$ cat src/rtl/dwh_pkg.sv
// Package: shared state type for the DMA write completion handshake.
// Assumes: nothing beyond IEEE 1800-2017.
package dwh_pkg;

    // Transaction phase of the handshake controller
    typedef enum logic [1:0] {
        ST_IDLE     = 2'd0,
        ST_WRITING  = 2'd1,
        ST_WAIT_ACK = 2'd2,
        ST_COMPLETE = 2'd3
    } dwh_state_e;

endpackage

$ cat src/rtl/dwh_policy.sv
// Module: dwh_policy
// Decides whether a starting transaction needs the system handshake.
// Assumes: inputs are the configuration and last flag present with the start
// pulse; the result is combinational and is latched by the caller.
module dwh_policy (
    input  logic remote_en,
    input  logic notify_all,
    input  logic last,
    output logic need_hs
);

    // Handshake only with remote memory, for every write or just the last one
    always_comb begin
        need_hs = remote_en && (notify_all || last);
    end

endmodule

$ cat src/rtl/dwh_tag_reg.sv
// Module: dwh_tag_reg
// Holds the channel, last flag and handshake decision of the transaction
// in flight, captured on an accepted start.
// Assumes: capture is only raised while the controller is idle.
module dwh_tag_reg #(
    parameter int CHAN_W = 4
) (
    input  logic              clk,
    input  logic              rst_n,
    input  logic              capture,
    input  logic [CHAN_W-1:0] chan_in,
    input  logic              last_in,
    input  logic              hs_in,
    output logic [CHAN_W-1:0] chan_q,
    output logic              last_q,
    output logic              hs_q
);

    // Capture the transaction tag on an accepted start, otherwise hold it
    always_ff @(posedge clk) begin
        if (!rst_n) begin
            chan_q <= '0;
            last_q <= 1'b0;
            hs_q   <= 1'b0;
        end else if (capture) begin
            chan_q <= chan_in;
            last_q <= last_in;
            hs_q   <= hs_in;
        end
    end

endmodule

$ cat src/rtl/dwh_fsm.sv
// Module: dwh_fsm
// Sequences one write transaction: idle, writing, waiting for the system
// acknowledge, and a one-cycle completion phase.
// Assumes: a finish pulse only comes after its start; the acknowledge is
// only acted on while waiting.
module dwh_fsm
    import dwh_pkg::*;
(
    input  logic       clk,
    input  logic       rst_n,
    input  logic       start,
    input  logic       finish,
    input  logic       ack,
    input  logic       tag_hs,
    input  logic       tag_last,
    output dwh_state_e state
);

    dwh_state_e state_nx;

    // Next-state selection from the current phase and the latched tag
    always_comb begin
        state_nx = state;
        unique case (state)
            ST_IDLE: begin
                if (start) state_nx = ST_WRITING;
            end
            ST_WRITING: begin
                if (finish) begin
                    if (tag_hs)        state_nx = ST_WAIT_ACK;
                    else if (tag_last) state_nx = ST_COMPLETE;
                    else               state_nx = ST_IDLE;
                end
            end
            ST_WAIT_ACK: begin
                if (ack) state_nx = tag_last ? ST_COMPLETE : ST_IDLE;
            end
            ST_COMPLETE: begin
                state_nx = ST_IDLE;
            end
            default: state_nx = ST_IDLE;
        endcase
    end

    // State register with synchronous reset
    always_ff @(posedge clk) begin
        if (!rst_n) state <= ST_IDLE;
        else        state <= state_nx;
    end

endmodule

$ cat src/rtl/dma_wr_handshake.sv
// Module: dma_wr_handshake (top)
// Holds back DMA write completion until the system acknowledges remote
// writes, per transaction or only for the last one, as configured.
// Assumes: the engine issues wr_start only while txn_ready is 1 and one
// wr_finish per start; configuration is sampled at the accepted start.
module dma_wr_handshake
    import dwh_pkg::*;
#(
    parameter int CHAN_W = 4
) (
    input  logic              clk,
    input  logic              rst_n,
    input  logic              cfg_remote_en,
    input  logic              cfg_notify_all,
    input  logic              wr_start,
    input  logic              wr_last,
    input  logic [CHAN_W-1:0] wr_chan,
    input  logic              wr_finish,
    input  logic              sys_ack,
    output logic              txn_ready,
    output logic              ext_req,
    output logic              ext_done,
    output logic              ext_last,
    output logic [CHAN_W-1:0] ext_chan,
    output logic              xfer_cmpl,
    output logic [CHAN_W-1:0] xfer_cmpl_chan
);

    dwh_state_e        state;
    logic              accept;
    logic              need_hs;
    logic              tag_hs;
    logic              tag_last;
    logic [CHAN_W-1:0] tag_chan;

    // A start is accepted only while idle
    always_comb begin
        accept = wr_start && (state == ST_IDLE);
    end

    dwh_policy u_policy (
        .remote_en  (cfg_remote_en),
        .notify_all (cfg_notify_all),
        .last       (wr_last),
        .need_hs    (need_hs)
    );

    dwh_tag_reg #(.CHAN_W(CHAN_W)) u_tag (
        .clk     (clk),
        .rst_n   (rst_n),
        .capture (accept),
        .chan_in (wr_chan),
        .last_in (wr_last),
        .hs_in   (need_hs),
        .chan_q  (tag_chan),
        .last_q  (tag_last),
        .hs_q    (tag_hs)
    );

    dwh_fsm u_fsm (
        .clk      (clk),
        .rst_n    (rst_n),
        .start    (accept),
        .finish   (wr_finish),
        .ack      (sys_ack),
        .tag_hs   (tag_hs),
        .tag_last (tag_last),
        .state    (state)
    );

    // Decode the system-facing and engine-facing outputs from the phase
    always_comb begin
        txn_ready      = (state == ST_IDLE);
        ext_req        = tag_hs && ((state == ST_WRITING) || (state == ST_WAIT_ACK));
        ext_done       = (state == ST_WAIT_ACK);
        ext_last       = tag_last;
        ext_chan       = tag_chan;
        xfer_cmpl      = (state == ST_COMPLETE);
        xfer_cmpl_chan = tag_chan;
    end

endmodule

$ cat config.mk
export PLATFORM = sky130hd
export DESIGN_NAME = dma_wr_handshake
export DESIGN_NICKNAME = d
export VERILOG_FILES = /design/src/rtl/dwh_pkg.sv /design/src/rtl/dwh_policy.sv /design/src/rtl/dwh_tag_reg.sv /design/src/rtl/dwh_fsm.sv /design/src/rtl/dma_wr_handshake.sv
export SDC_FILE = /design/constraint.sdc
export NUM_CORES = 1
export LEC_CHECK = 0
export ABC_AREA = 1
export BUFFER_PORTS_ARGS = -buffer_cell sky130_fd_sc_hd__buf_4
export CAP_MARGIN = 5
export CORE_AREA = 2 2 39 41
export CTS_CLUSTER_SIZE = 14
export DETAILED_ROUTE_END_ITERATION = 8
export DIE_AREA = 0 0 41 43
export PLACE_DENSITY = 0.65
export SLEW_MARGIN = 15
export SYNTH_ARGS = -nofsm -noshare
export SYNTH_HDL_FRONTEND = slang
export SYNTH_SLANG_ARGS = --single-unit
$ cat constraint.sdc
create_clock -name clk -period 1.2 [get_ports clk]
set_input_delay 0.12 -clock clk [delete_from_list [all_inputs] [get_ports clk]]
set_output_delay 0.12 -clock clk [all_outputs]
set_load 0.01 [all_outputs]
==> flow_summary.yaml <==
sta:
  hold_slack_ns: 0.115
  slew_viol_final: 0
  rsz0062_at_grt: "true"
  skew_ns: 0.00456
  slew_headroom_pct: 87.2
  fin_crit_sh_pct: 103
  period_needed_ns: 1.23
  setup_ws_ns: -0.0329
  setup_violations: 2
  max_freq_mhz: 811
  tightest_slew_ns: 0.190
  hold_viol: 0
clock_network:
  tritoncts: "done"
  htree_levels: 1
  cts-root-buf: "clkbuf_4"
  cts_max_path_buffers: 2
  clock-sinks: 8
  clk_pin_slew_worst_paths_ns: 0.06
  clock_latency_ns: 0.25
  cts_hold_buf: 0
  cts_buffers: 3
global_routing:
  antenna_found_initial: 0
  grtUsageTotal_pct: 15.1
  grt_start_max_net_pins: 9
  grt_pass1_wl_mm: 1.79
  grt_pass1_vias: 436
  grt_overflow: 0
final_layout:
  layout_commonest_cell: "buf_4"
  num-fill-cells: 148
  diodes: 0
  stdcell_area_um2: 736
  mostFrequentLayoutCells: "buf_4 (28), nor2_1 (9), nand2_1 (9)"
  layout.nets: 113
  layout-drive-gt1-share_pct: 52.1
  multi_input_area_um2: 262
  area_growth_syn_to_layout_pct: 56.0
  final_cells: 110
  regArea_um2: 163
power:
  vdd_ir_drop_max_v: 0.000563
  p_per_area_nw_per_um2: 1150
  p_total_w: 0.000846
  power.leakage_nw: 0.392
routing:
  routed-via-count: 475
  drcViolationCount: 0
  wl_mm: 1.14
  dr.pass1.iters: 3
  drtAntennaViolNets: 0
  drt_iter0_markers: 4
  post_drt_via_cell_ratio: 4.32
  routedWlPerCell_um: 10.3
floorplan:
  io_pins: 25
  start_util_pct: 34.1
  die_x_um: 41
  rows: 14
  die-area_um2: 1760
  fp.dieH_um: 43
  coreArea_um2: 1380
outcome:
  status: "finished with violations"
  violations: "negative setup slack"
setup_path:
  r2r_slack_ns: 0.01
  required_ns: 1.08
  worstSetupPathType: "reg2out"
  critical_path_arrival_ns: 1.11
  crit_end: "ext_req"
  r2r_end: "u_fsm.state[1]"
  cp_max_fo: 3
  critPathLaunch: "u_fsm.state[1]"
  critPathLaunchType: "flop"
  rr_worst_depth: 7
  end_kind: "primary output"
  r2r_start: "u_fsm.state[1]"
placement:
  place_area_um2: 649
  hpwl_um: 811
  dp_slack_ns: -0.00779
  numPortBuffers: 24
  placedCellCount: 103
  gp_congestion: 0.793
min_path:
  min-delay-path-class: "in2reg"
synthesis:
  yosysTopAreaCellShare_pct: 34.0
  yosysWarnings: 0
  synth_seq_area_share_pct: 34.0
  synth_area_per_cell_um2: 7.15
  netlist_instances: 66
  synth_top_area_cell: "dfxtp_1"
  synth_nets: 83
  ys_ff_latch: 8
  synth_area_leaders: "dfxtp_1 (34%), ha_1 (13%), inv_1 (8.0%), nand2_1 (8.0%), nor2_1 (8.0%)"
  synth_cell_types: 14
  syn-cell-area_um2: 472
flow_run:
  drv_cap: 0
## worst max-delay path, cell delays in order, from the launching register on
cell	delay (ns)
dfxtp_2	0.35
inv_4	0.05
ha_4	0.27
nand2_4	0.05
inv_2	0.05
buf_6	0.09
## worst min-delay path by stage
stage | end | start | depth (start not counted) | slack (ns)
after floorplan | u_fsm.state[1] | rst_n | 2 | 0.24
after global placement | u_tag.chan_q[3] | wr_chan[3] | 3 | 0.38
after detailed placement | u_tag.chan_q[2] | wr_chan[2] | 3 | 0.38
after CTS | u_tag.chan_q[3] | wr_chan[3] | 3 | 0.12
after global routing | u_fsm.state[1] | rst_n | 3 | 0.13
final | u_tag.chan_q[3] | wr_chan[3] | 3 | 0.12
## sequential cells by signal, indices dropped and copies added, names as in the netlist
signal	flops
u_tag.chan_q	4
u_fsm.state	2
u_tag.hs_q	1
u_tag.last_q	1
## synthesized netlist by cell type
cell type and count:
ha_1 5, inv_1 10, nor2_2 1, nand2_2 3, dfxtp_1 8, nand2_1 10
a21oi_1 3, o21ai_0 7, a21oi_2 1, nor2_1 10, nand3_2 1, o21ai_1 1
buf_4 4, inv_2 2
## cell families (layout without fill, tap and decap cells)
| logic type | after synthesis | count (layout) | share of synthesized area [%] |
|---|---|---|---|
| flip-flops | 8 | 8 | 34.0 |
| buffers and inverters | 16 | 44 | 15.9 |
| AO/OA/AOI/OAI | 12 | 12 | 13.5 |
| adder cells (fa/ha/maj) | 5 | 5 | 13.3 |
| AND/OR/NAND/NOR | 25 | 25 | 23.3 |
## layer usage
metal / track usage [%] / share of wire [%] / routed length, um / vias up
met5: 0 / 0 / 0 / -
met1: 17.7 / 44 / 501 / 219
met3: 4.71 / 1.1 / 13 / 0
li1: - / - / - / 252
met2: 23.1 / 55 / 623 / 4
met4: 8.00 / 0 / 0 / 0
## layout make-up
class | count | area share [%]
Sequential cell | 8 | 22.1
Tap cell | 16 | 2.72
Inverter | 12 | 6.46
Timing Repair Buffer | 29 | 30.1
Clock buffer | 3 | 3.06
Multi-Input combinational cell | 42 | 35.5
## what timing repair did
action | in CTS | in global routing
setup buffers | 3 | 1
pin swaps | 1 | 1
gates resized for setup | 5 | 7
setup endpoints to repair | 4 | 5
## power breakdown
group	total (W)	switching, W	internal (W)
registers	0.000324	0.0000265	0.000297
clock network	0.000215	0.000100	0.000115
logic	0.000307	0.000150	0.000157
## stage by stage
stage	util [%]	TNS [ns]
3_5_place_dp	46.9	-0.00779
2_1_floorplan	-	0
3_3_place_gp	46.9	-0.00925
6_report	53.2	-0.0403
4_1_cts	51.3	-0.0173
5_1_grt	53.2	-0.260
(Power assumes the default switching activity.)
